### src/rtl/tuner_i2c_slave.sv
module tuner_i2c_slave #(
  parameter logic [6:0] BASE_ADDR = 7'h60
) (
  input  logic        clk,
  input  logic        rst_n,
  input  logic        scl_i,
  input  logic        sda_i,
  input  logic [1:0]  addr_sel_i,
  input  logic [7:0]  status_i,
  output logic        sda_drive_low_o,
  output logic [15:0] div_word_o,
  output logic [15:0] ctl_word_o,
  output logic        div_upd_o,
  output logic        ctl_upd_o
);

  typedef enum logic [2:0] {
    S_IDLE = 3'd0, S_ADDR = 3'd1, S_AACK = 3'd2, S_WR = 3'd3,
    S_WACK = 3'd4, S_RD = 3'd5, S_RACK = 3'd6, S_IGN = 3'd7
  } st_t;

  st_t         st;
  logic [2:0]  scl_q, sda_q;
  logic [3:0]  cnt;
  logic [7:0]  sh, tx, hold;
  logic [15:0] div_sh, ctl_sh;
  logic        div_ok, ctl_ok, pos, cur_ctl, rw, mnack;

  wire scl_s = scl_q[1];
  wire scl_d = scl_q[2];
  wire sda_s = sda_q[1];
  wire sda_d = sda_q[2];

  wire start_c  = scl_s & scl_d & sda_d & ~sda_s;
  wire stop_c   = scl_s & scl_d & ~sda_d & sda_s;
  wire scl_rise = scl_s & ~scl_d;
  wire scl_fall = ~scl_s & scl_d;
  wire byte_end = scl_fall & (cnt == 4'd8);

  wire [6:0] my_addr = {BASE_ADDR[6:2], addr_sel_i};

  always_ff @(posedge clk or negedge rst_n) begin
    if (!rst_n) begin
      scl_q <= 3'b111;
      sda_q <= 3'b111;
    end else begin
      scl_q <= {scl_q[1:0], scl_i};
      sda_q <= {sda_q[1:0], sda_i};
    end
  end

  always_ff @(posedge clk or negedge rst_n) begin
    if (!rst_n) begin
      st              <= S_IDLE;
      cnt             <= '0;
      sh              <= '0;
      tx              <= '0;
      hold            <= '0;
      div_sh          <= '0;
      ctl_sh          <= '0;
      div_ok          <= 1'b0;
      ctl_ok          <= 1'b0;
      pos             <= 1'b0;
      cur_ctl         <= 1'b0;
      rw              <= 1'b0;
      mnack           <= 1'b0;
      sda_drive_low_o <= 1'b0;
      div_word_o      <= '0;
      ctl_word_o      <= '0;
      div_upd_o       <= 1'b0;
      ctl_upd_o       <= 1'b0;
    end else begin
      div_upd_o <= 1'b0;
      ctl_upd_o <= 1'b0;
      if (start_c) begin
        st              <= S_ADDR;
        cnt             <= '0;
        pos             <= 1'b0;
        div_ok          <= 1'b0;
        ctl_ok          <= 1'b0;
        sda_drive_low_o <= 1'b0;
      end else if (stop_c) begin
        st              <= S_IDLE;
        pos             <= 1'b0;
        div_ok          <= 1'b0;
        ctl_ok          <= 1'b0;
        sda_drive_low_o <= 1'b0;
        if (div_ok) begin
          div_word_o <= div_sh;
          div_upd_o  <= 1'b1;
        end
        if (ctl_ok) begin
          ctl_word_o <= ctl_sh;
          ctl_upd_o  <= 1'b1;
        end
      end else begin
        case (st)
          S_ADDR, S_WR: begin
            if (scl_rise) begin
              sh  <= {sh[6:0], sda_s};
              cnt <= cnt + 4'd1;
            end else if (byte_end) begin
              cnt <= '0;
              if (st == S_ADDR) begin
                if (sh[7:1] == my_addr) begin
                  st              <= S_AACK;
                  rw              <= sh[0];
                  sda_drive_low_o <= 1'b1;
                end else begin
                  st <= S_IGN;
                end
              end else begin
                st              <= S_WACK;
                sda_drive_low_o <= 1'b1;
                if (!pos) begin
                  hold    <= sh;
                  cur_ctl <= sh[7];
                  pos     <= 1'b1;
                end else begin
                  pos <= 1'b0;
                  if (cur_ctl) begin
                    ctl_sh <= {hold, sh};
                    ctl_ok <= 1'b1;
                  end else begin
                    div_sh <= {hold, sh};
                    div_ok <= 1'b1;
                  end
                end
              end
            end
          end
          S_AACK: begin
            if (scl_fall) begin
              if (rw) begin
                st              <= S_RD;
                tx              <= status_i;
                sda_drive_low_o <= ~status_i[7];
              end else begin
                st              <= S_WR;
                sda_drive_low_o <= 1'b0;
              end
            end
          end
          S_WACK: begin
            if (scl_fall) begin
              st              <= S_WR;
              sda_drive_low_o <= 1'b0;
            end
          end
          S_RD: begin
            if (scl_rise) begin
              cnt <= cnt + 4'd1;
            end else if (byte_end) begin
              cnt             <= '0;
              st              <= S_RACK;
              sda_drive_low_o <= 1'b0;
            end else if (scl_fall) begin
              tx              <= {tx[6:0], 1'b0};
              sda_drive_low_o <= ~tx[6];
            end
          end
          S_RACK: begin
            if (scl_rise) begin
              mnack <= sda_s;
            end else if (scl_fall) begin
              if (mnack) begin
                st <= S_IGN;
              end else begin
                st              <= S_RD;
                tx              <= status_i;
                sda_drive_low_o <= ~status_i[7];
              end
            end
          end
          default: ;
        endcase
      end
    end
  end

endmodule

### config.mk
export PLATFORM = sky130hd
export DESIGN_NAME = tuner_i2c_slave
export DESIGN_NICKNAME = d
export VERILOG_FILES = /design/src/rtl/tuner_i2c_slave.sv
export SDC_FILE = /design/constraint.sdc
export NUM_CORES = 1
export LEC_CHECK = 0
export CORE_MARGIN = 2
export CORE_UTILIZATION = 40
export CTS_CLUSTER_SIZE = 28
export DETAILED_ROUTE_END_ITERATION = 8
export DONT_BUFFER_PORTS = 1
export GPL_ROUTABILITY_DRIVEN = 0
export PLACE_DENSITY = 0.53
export SLEW_MARGIN = 30
export SYNTH_ARGS = -nofsm -noshare
export SYNTH_HDL_FRONTEND = slang
export SYNTH_SLANG_ARGS = --single-unit
### constraint.sdc
create_clock -name clk -period 5.3 [get_ports clk]
set_clock_uncertainty 0.1 [all_clocks]
set_input_delay 1.06 -clock clk [delete_from_list [all_inputs] [get_ports clk]]
set_output_delay 1.06 -clock clk [all_outputs]
set_load 0.03 [all_outputs]
# == Yosys cells after proc, flatten, opt, wreduce, memory -nomap -nowiden ==
# Cells that the tools add are included.
# word_totals
register_bits,109
latchBits,0
mem_bits_rw,0
romBits,0
in_bits,14
output_inout_bits,35
elab_cells,171
mem_count,0
# op_classes
addsub,1
n_mul,0
n_div,0
order_cmp,0
n_eq_ne,31
shifts,0
muxes,74
bitwise_logic,20
n_reduce_logical,25
# op_table
op,n
7-bit two-way mux,8
1-bit two-way mux,44
3-bit two-way mux,13
"4-bit inequality test, second input constant",9
11-bit AND reduction,2
7-bit one-hot mux with 3 select lines,1
4-bit two-way mux,5
"2-bit inequality test, second input constant",9
3-bit nonzero test,6
8-bit AND reduction,2
3-bit one-hot mux with 5 select lines,1
7-bit AND reduction,2
1-bit inverter,12
4-bit AND reduction,3
6-bit AND reduction,2
"5-bit inequality test, second input constant",2
"3-bit equality test, second input constant",3
3-bit AND reduction,3
9-bit AND reduction,1
1-bit bitwise AND,8
7-bit equality test,1
7-bit nonzero test,1
"3-bit by 2-bit equality test with 1-bit output, second input constant",2
"3-bit inequality test, second input constant",2
9 further kinds,9

# == Depth between registers and ports, before layout ==
# Gate-level depths: netlist (run 1).
# logic_depth
word_depth,8
mapped_depth,10
mapped_depth_nobuf,7

# == Worst setup path before layout (run 1) ==
# Ideal clock, no wire load.
# synth_timing
path_kind,reg2reg
start,register cnt[0]
end,register div_sh[2]
setup_ps,125
arrival_ps,2012
required_ps,5075
setup_slack_ps,3063
stages_incl_launch_ff,11
n_path_buf,3
synth_period_minus_slack_ps,2237
cell_sequence,dfrtp_1 -> inv_1 -> ha_1 -> nand4b_4 -> or2_1 -> buf_6 -> nor3_4 -> and3b_1 -> buf_6 -> buf_12 -> mux2_4
# synth_via
elab_chain_len,3
# synth_lines
element,line,text
start: declaration,24,logic [3:0] cnt;
start signal: assignment,101,cnt <= cnt + 4'd1;
start signal: assignment,152,cnt <= cnt + 4'd1;
4-bit equality test,38,wire byte_end = scl_fall & (cnt == 4'd8);
1-bit bitwise AND,38,
8-bit AND reduction (no line),-,
end signal: assignment,125,"div_sh <= {hold, sh};"
end: declaration,26,"logic [15:0] div_sh, ctl_sh;"
# Every way passes these cells.
# A chain may end at the register's enable or synchronous reset.

# == Worst setup path in the final report (run 1) ==
# layout_timing
start,register st[2]
end,register tx[0]
# layout_via
elab_chain_len,3
elab_cells_between_ends,14
classes_between,eq/ne: 11; mux: 1; reduce/logical: 2
# layout_lines
element,line,text
start: declaration,22,st_t st;
start signal: assignment,54,st <= S_IDLE;
start signal: assignment,76,st <= S_ADDR;
start signal: assignment,83,st <= S_IDLE;
3-bit equality test / 3-bit by 2-bit equality test with 1-bit output (equally long branches),97,case (st)
2-bit inequality test (no line) / 3-bit nonzero test (equally long branches),-,
11-bit AND reduction (no line),-,
end signal: assignment,136,tx <= status_i;
end signal: assignment,158,"tx <= {tx[6:0], 1'b0};"
end signal: assignment,170,tx <= status_i;
end: declaration,25,"logic [7:0] sh, tx, hold;"
# Parallel ways exist; a longest one is shown, timed or not.

==> metrics.md, run 1 <==
| Metric | Value |
|---|---|
| Crit path time final | `2.73 ns` |
| Hold Path Stages | `0` |
| Reg-to-reg startpoint | `st[2]` |
| Most common library cell in the layout ignoring fill and taps | `dfrtp_1` |
| Final std cells w/o fill | `472` |
| Total power | `2.06 mW` |
| Drt first pass iters | `4` |
| Worst slew pin tran | `0.902 ns` |
| Initial antenna violation count | `0` |
| Clock latency on the worst-skew pair | `0.34 ns` |
| Post-DP HPWL | `5140 um` |
| Root buf cell | `clkbuf_16` |
| Arrival time worst endpoint | `2.89 ns` |
| Number of H-tree levels | `3` |
| Multi-input logic area | `~1700 um2` |
| Max_cap viols | `0` |
| Placed insts | `456` |
| Final Max Slew Viols | `0` |
| Fin worst setup slack | `between 2 and 3 ns` |
| Final ANT Viol Nets | `0` |
| RSZ-0062 raised after global routing | `false` |
| Gate Count Post-Synth | `330` |
| Fmax | `approximately 0.37 GHz` |
| Worst reg-to-reg path cell count | `5` |
| Final hold vios | `0` |
| Top_reg_cell synth | `dfrtp_1` |
| Post-CTS sizing | `0` |
| # hold bufs at CTS | `0` |
| First-pass GRT wire length | `~14000 um` |
| DR vias/cell | `5.36` |
| Synth cell types | `48` |
| Worst setup EP type | `flop` |
| Port bufs | `0` |
| CTS tree | `built` |
| Post-CTS Setup Repair Bufs | `0` |
| Commonest cells after routing, fill and taps aside | `dfrtp_1, mux2_2, nor2_1, a21oi_1, nand2_1` |
| Fillers | `1012` |
| Asr flop ratio synth | `between 90% and 100%` |
| Vias in the first global route | `between 2k and 3k` |
| Core area | `roughly 11000 um2` |
| Setup_tns | `0 ns` |
| Data required, critical path | `5.46 ns` |
| Antenna diodes | `0` |
| Yosys reg bits | `108` |
| Die X-Extent | `111 um` |
| Clock Tree Buf Depth | `2` |
| Top Ports | `49` |
| Maximum vdd ir drop | `about 0.00016 V` |
| Syn_area_per_cell | `between 10 and 15 um2` |
| CTS buffer count | `9` |
| Largest net degree at the start of global routing | `109` |
| Nets | `between 300 and 400` |
| Static leakage | `about 2.4 nW` |
| Clk pin slew, worst setup/hold paths | `~0.070 ns` |
| Via Count | `2532` |
| Die H | `111 um` |
| Hold worst-path end | `sda_q[1]` |
| Post-DP Area | `4620 um2` |
| Max-slew headroom | `about two fifths` |
| FP Rows | `38` |
| Hold slack final | `0.258 ns` |
| Final core occ | `44.9%` |
| GRT Overall Usage | `between 10% and 20%` |
| YS warnings | `0` |
| Place WS | `roughly 2.4 ns` |
| Post-synth EDFFs | `0` |
| Reg2Reg Setup Slack | `approximately 2.6 ns` |
| R2R Path End | `tx[0]` |
| Area Growth Syn to Fin | `8.07%` |
| CTS sink cnt | `108` |
| Nature of the critical path startpoint | `flop` |
| Post-Route WL | `8170 um` |
| Outcome | `completed` |
| Avg WL per Cell | `~17 um` |
| Crit Path Class | `reg2reg` |
| Final worst-path cycle share | `51.5%` |
| Initial Util | `41.5%` |
| Die ar. | `~12000 um2` |
| Seq/Total Area, Yosys | `59.7%` |
| Total gr overflow | `0` |
| Register area | `2710 um2` |
| Post-synth net total | `346` |
| Netlist area before placement | `roughly 4500 um2` |
| Crit Path Max Fanout | `16` |
| Critical hold path startpoint | `sda_q[0]` |
| Hold/Removal Path Class | `reg2reg` |
| DRC | `0` |
| Share of cells above drive strength 1 | `between 30% and 40%` |
| Finished layout cell area | `4910 um2` |
| Pwr dens | `421 nW/um2` |
| Starting DRT DRC Count | `297` |
| Setup violations, final | `0` |
[cell families (layout without fill, tap and decap cells)]
family	after synthesis	after routing	share of synthesized area [%]
flip-flops	108	108	59.7
AND/OR/NAND/NOR	62	62	7.85
adder cells (fa/ha/maj)	2	2	0.551
multiplexers	85	85	21.6
buffers and inverters	24	26	3.03
XOR/XNOR	4	4	0.772
AO/OA/AOI/OAI	45	45	6.53
[worst max-delay path by stage]
stage,startpoint,endpoint,slack [ns],depth (start not counted)
2_1_floorplan,cnt[0],div_sh[2],3.06,10
3_3_place_gp,cnt[0],div_sh[12],2.51,7
3_5_place_dp,cnt[0],div_sh[14],2.42,7
4_1_cts,cnt[0],div_sh[1],2.40,7
5_1_grt,st[2],tx[4],2.39,5
6_report,st[2],tx[0],2.57,5
[routing by layer]
| layer | share of wire (%) | GRT usage, % | up-vias |
|---|---|---|---|
| met5 | 0 | 0 | - |
| met3 | 5.3 | 3.84 | 14 |
| met2 | 42 | 19.9 | 76 |
| met1 | 50 | 20.2 | 1274 |
| met4 | 2.1 | 6.67 | 0 |
| li1 | - | - | 1168 |
[state kept, by name, indices dropped and copies added, names as in the netlist, 3 cells and up]
name        count
hold            8
div_sh         16
tx              7
div_word_o     16
scl_q           3
st              3
ctl_sh         16
sda_q           3
ctl_word_o     16
cnt             4
sh              8
[synthesized netlist by cell type (2+ instances only)]
library cell / instances / area (um2)
clkbuf_1: 5 / 18.8
a21oi_1: 13 / 65.1
mux2_4: 8 / 120
o21bai_1: 2 / 15.0
nand2_1: 12 / 45.0
nand3b_1: 4 / 30.0
nand2b_1: 6 / 37.5
a21o_1: 2 / 15.0
buf_2: 3 / 15.0
nor2_1: 15 / 56.3
nand3_1: 6 / 30.0
buf_6: 3 / 33.8
o21ai_0: 11 / 55.1
inv_1: 10 / 37.5
mux2_2: 71 / 800
nor2b_1: 5 / 31.3
xor2_1: 2 / 17.5
xnor2_1: 2 / 17.5
o22ai_1: 2 / 12.5
nor3_1: 6 / 30.0
a22o_1: 2 / 17.5
dfstp_2: 6 / 158
dfrtp_1: 102 / 2550
mux2i_1: 6 / 60.1
ha_1: 2 / 25.0
a31oi_1: 2 / 12.5
[report_power, final]
| group | switching (mW) | total [mW] | internal, mW |
|---|---|---|---|
| Sequential | 0.143 | 1.05 | 0.909 |
| Combinational | 0.176 | 0.342 | 0.166 |
| Clock | 0.300 | 0.670 | 0.369 |
[area by class of cell]
| cell class | count | area share, % |
|---|---|---|
| inverters | 10 | 0.765 |
| multi-input cells | 198 | 34.5 |
| flip-flops and latches | 108 | 55.2 |
| clock buffers | 11 | 4.74 |
| well taps | 140 | 3.57 |
| clock inverters | 5 | 1.17 |
[worst max-delay path: stages, from the launching register on]
cell	delay, ns
dfrtp_1	0.69
nand3b_1	0.48
o21bai_1	0.35
a221oi_2	0.78
nand3_1	0.13
o21ai_0	0.11
No activity file was read; power rests on OpenSTA's default activity.
==> run 2: changes to the inputs <==
PLACE_DENSITY = 0.55   (was 0.53)
clock period = 2.3 ns   (was 5.3 ns; I/O delays follow)
==> run 2 against run 1 <==
The flow now finishes with violations (hold timing). Wire length shrank 0.42%. Critical path type unchanged. Sequential share of layout area fell by 1.3 points. Non-clock buffer count increased by 13. Critical path depth is 3 higher. Register-to-register slack got worse by 2.4 ns. Hold slack got worse by 0.55 ns. Critical endpoint is now ctl_sh[14].
==> metrics.md, run 2 (synthesis results as in run 1) <==
| Metric | Value |
|---|---|
| Total gr overflow | `0 (unchanged)` |
| CTS buffer count | `9 (unchanged)` |
| DR WL met2 | `3740 um (was 3460 um)` |
| Worst slew pin tran | `0.556 ns (was 0.902 ns)` |
| Final worst-path cycle share | `94.1% (was 51.5%)` |
| Via Count | `2575 (was 2532)` |
| Core area | `10900 um2 (unchanged)` |
| Area Growth Syn to Fin | `10.7% (was 8.07%)` |
| Root buf cell | `clkbuf_16 (unchanged)` |
| Hold/Removal Path Class | `in2async (was reg2reg)` |
| # hold bufs at CTS | `2 (was 0)` |
| Initial antenna violation count | `0 (unchanged)` |
| Total power | `4.74 mW (was 2.06 mW)` |
| Final core occ | `46.0% (was 44.9%)` |
| Final Max Slew Viols | `0 (unchanged)` |
| Max_cap viols | `0 (unchanged)` |
| GRT Overall Usage | `14.4% (was 14.1%)` |
| DRC | `0 (unchanged)` |
| Clock Tree Buf Depth | `2 (unchanged)` |
| Clock share of power | `31.5% (was 32.4%)` |
| Nets | `356 (was 343)` |
| CTS tree | `built (unchanged)` |
| Clock latency on the worst-skew pair | `0.35 ns (was 0.34 ns)` |
| First-pass GRT wire length | `14100 um (was 13800 um)` |
| Fmax | `0.462 GHz (was 0.366 GHz)` |
| Combinational share of power | `17.5% (was 16.6%)` |
| Number of H-tree levels | `3 (unchanged)` |
| Commonest cells after routing, fill and taps aside | `dfrtp_1, mux2_2, nor2_1, a21oi_1, nand2_1 (unchanged)` |
| CTS sink cnt | `108 (unchanged)` |
| Drt first pass iters | `5 (was 4)` |
| Post-DP HPWL | `5270 um (was 5140 um)` |
| Crit Path Class | `reg2reg (unchanged)` |
| Post-Route WL | `8140 um (was 8170 um)` |
| CP max stage cell | `dfrtp_1 (was a221oi_2)` |
| Switching Share | `30.1% (was 30.0%)` |
| CP Buf/Inv Count | `2 (was 0)` |
| Final ANT Viol Nets | `0 (unchanged)` |
| Reg2Reg Setup Slack | `0.14 ns (was 2.57 ns)` |
| Crit path time final | `2.16 ns (was 2.73 ns)` |
| Met3 WL | `289 um (was 432 um)` |
| Most common library cell in the layout ignoring fill and taps | `dfrtp_1 (unchanged)` |
| Outcome | `complete, but fails checks (was completed)` |
| Largest net degree at the start of global routing | `109 (unchanged)` |
| Static leakage | `2.46 nW (was 2.40 nW)` |
| Part of the power in registers | `51.0% (about the same)` |
| Die X-Extent | `111 um (unchanged)` |
| Fillers | `1008 (was 1012)` |
| Avg WL per Cell | `16.8 um (was 17.3 um)` |
| Vias in the first global route | `2649 (was 2618)` |
| Critical path, cell by cell | `inv_1, ha_1, nand4b_4, or2_1, nor3_4, buf_4, nand3_4, mux2_2 (was nand3b_1, o21bai_1, a221oi_2, nand3_1, o21ai_0)` |
| Worst reg-to-reg path cell count | `8 (was 5)` |
| Final hold vios | `108 (was 0)` |
| Worst setup EP type | `flop (unchanged)` |
| Share of cells above drive strength 1 | `34.5% (was 31.9%)` |
| Top Ports | `49 (unchanged)` |
| Starting DRT DRC Count | `252 (was 297)` |
| DR vias/cell | `5.31 (was 5.36)` |
| Crit Path Max Fanout | `17 (was 16)` |
| Top Metal Used | `met4 (unchanged)` |
| Hold slack final | `-0.296 ns (was 0.258 ns)` |
| Setup violations, final | `0 (unchanged)` |
| Wl on met1 | `3960 um (was 4100 um)` |
| Antenna diodes | `0 (unchanged)` |
| FP Rows | `38 (unchanged)` |
| Failing checks | `hold timing` |
| Die ar. | `12200 um2 (unchanged)` |
| Nature of the critical path startpoint | `flop (unchanged)` |
| Top Family by Delay on Critical Path | `simple AND/OR/NAND/NOR gates (was compound AO/OA/AOI/OAI gates)` |
| Data required, critical path | `2.43 ns (was 5.46 ns)` |
| Max-slew headroom | `62.9% (was 39.9%)` |
| Crit path depth | `8 (was 5)` |
| Internal power | `3.31 mW (was 1.44 mW)` |
| Clk pin slew, worst setup/hold paths | `0.07 ns (about the same)` |
| Port bufs | `0 (unchanged)` |
| Maximum vdd ir drop | `0.000489 V (was 0.000157 V)` |
| CP max stage delay | `0.42 ns (was 0.78 ns)` |
| Arrival time worst endpoint | `2.29 ns (was 2.89 ns)` |
| Die H | `111 um (unchanged)` |
| Initial Util | `41.5% (unchanged)` |
| Pwr dens | `943 nW/um2 (was 421 nW/um2)` |
| P_sw | `1.43 mW (was 0.619 mW)` |
-- run 2: path summary, 6_finish.rpt --
path	from	endpoint
min in group clk	status_i[0]	tx[0]
worst max register to register	cnt[0]	ctl_sh[14]
worst min register to register	sda_q[0]	sda_q[1]
worst max-delay path	cnt[0]	ctl_sh[14]
max in group asynchronous	rst_n	scl_q[1]
worst min-delay path	rst_n	div_sh[13]
-- run 2: power groups by stage --
stage          clock, mW  combinational, mW  sequential [mW]
2_1_floorplan          0              0.758             2.29
6_report            1.49              0.830             2.42
4_1_cts             1.54              0.825             2.42
3_5_place_dp           0              0.820             2.45
5_1_grt             1.63              0.947             2.47
3_3_place_gp           0              0.803             2.45
-- run 2: final cells by class --
| cell class | count | area [um2] | area share (%) |
|---|---|---|---|
| Clock buffer | 12 | 256 | 5.10 |
| Timing Repair Buffer | 13 | 115 | 2.29 |
| Tap cell | 140 | 175 | 3.49 |
| Inverter | 10 | 37.5 | 0.747 |
| Multi-Input combinational cell | 198 | 1700 | 33.9 |
| Clock inverter | 4 | 30.0 | 0.597 |
| Sequential cell | 108 | 2710 | 53.9 |
-- run 2: layer usage --
| metal | global-route usage (%) | up-vias |
|---|---|---|
| met1 | 20.7 | 1316 |
| li1 | - | 1198 |
| met4 | 6.17 | 0 |
| met2 | 20.6 | 50 |
| met5 | 0 | - |
| met3 | 3.62 | 11 |
-- run 2: worst register-to-register path: stages (launching register included) --
cell,delay [ns]
dfrtp_1,0.42
inv_1,0.08
ha_1,0.19
nand4b_4,0.11
or2_1,0.26
nor3_4,0.14
buf_4,0.16
nand3_4,0.24
mux2_2,0.36
-- run 2: what timing repair did --
item                                   4_1_cts  5_1_grt
setup endpoints to repair                    0        7
resized for setup                            0        2
setup buffers                                0        1
endpoints found under the hold margin      110      108
-- run 2: per-stage QoR --
stage	instances	instance area, um2	hold slack, ns	TNS [ns]	setup WS, ns
2_1_floorplan	330	4540	0.0644	0	0.0627
3_3_place_gp	466	4700	0.0671	0	0.157
3_5_place_dp	466	4700	0.0673	0	0.0967
4_1_cts	484	5010	-0.307	0	0.0872
5_1_grt	485	5030	-0.318	-0.0000242	-0.0000242
6_report	485	5030	-0.296	0	0.135
==> run 3: changes to the inputs <==
SKIP_LAST_GASP = 1   (was not set)
==> results of run 3 <==
Final layout, timing and power as in run 2 (identical DEF).
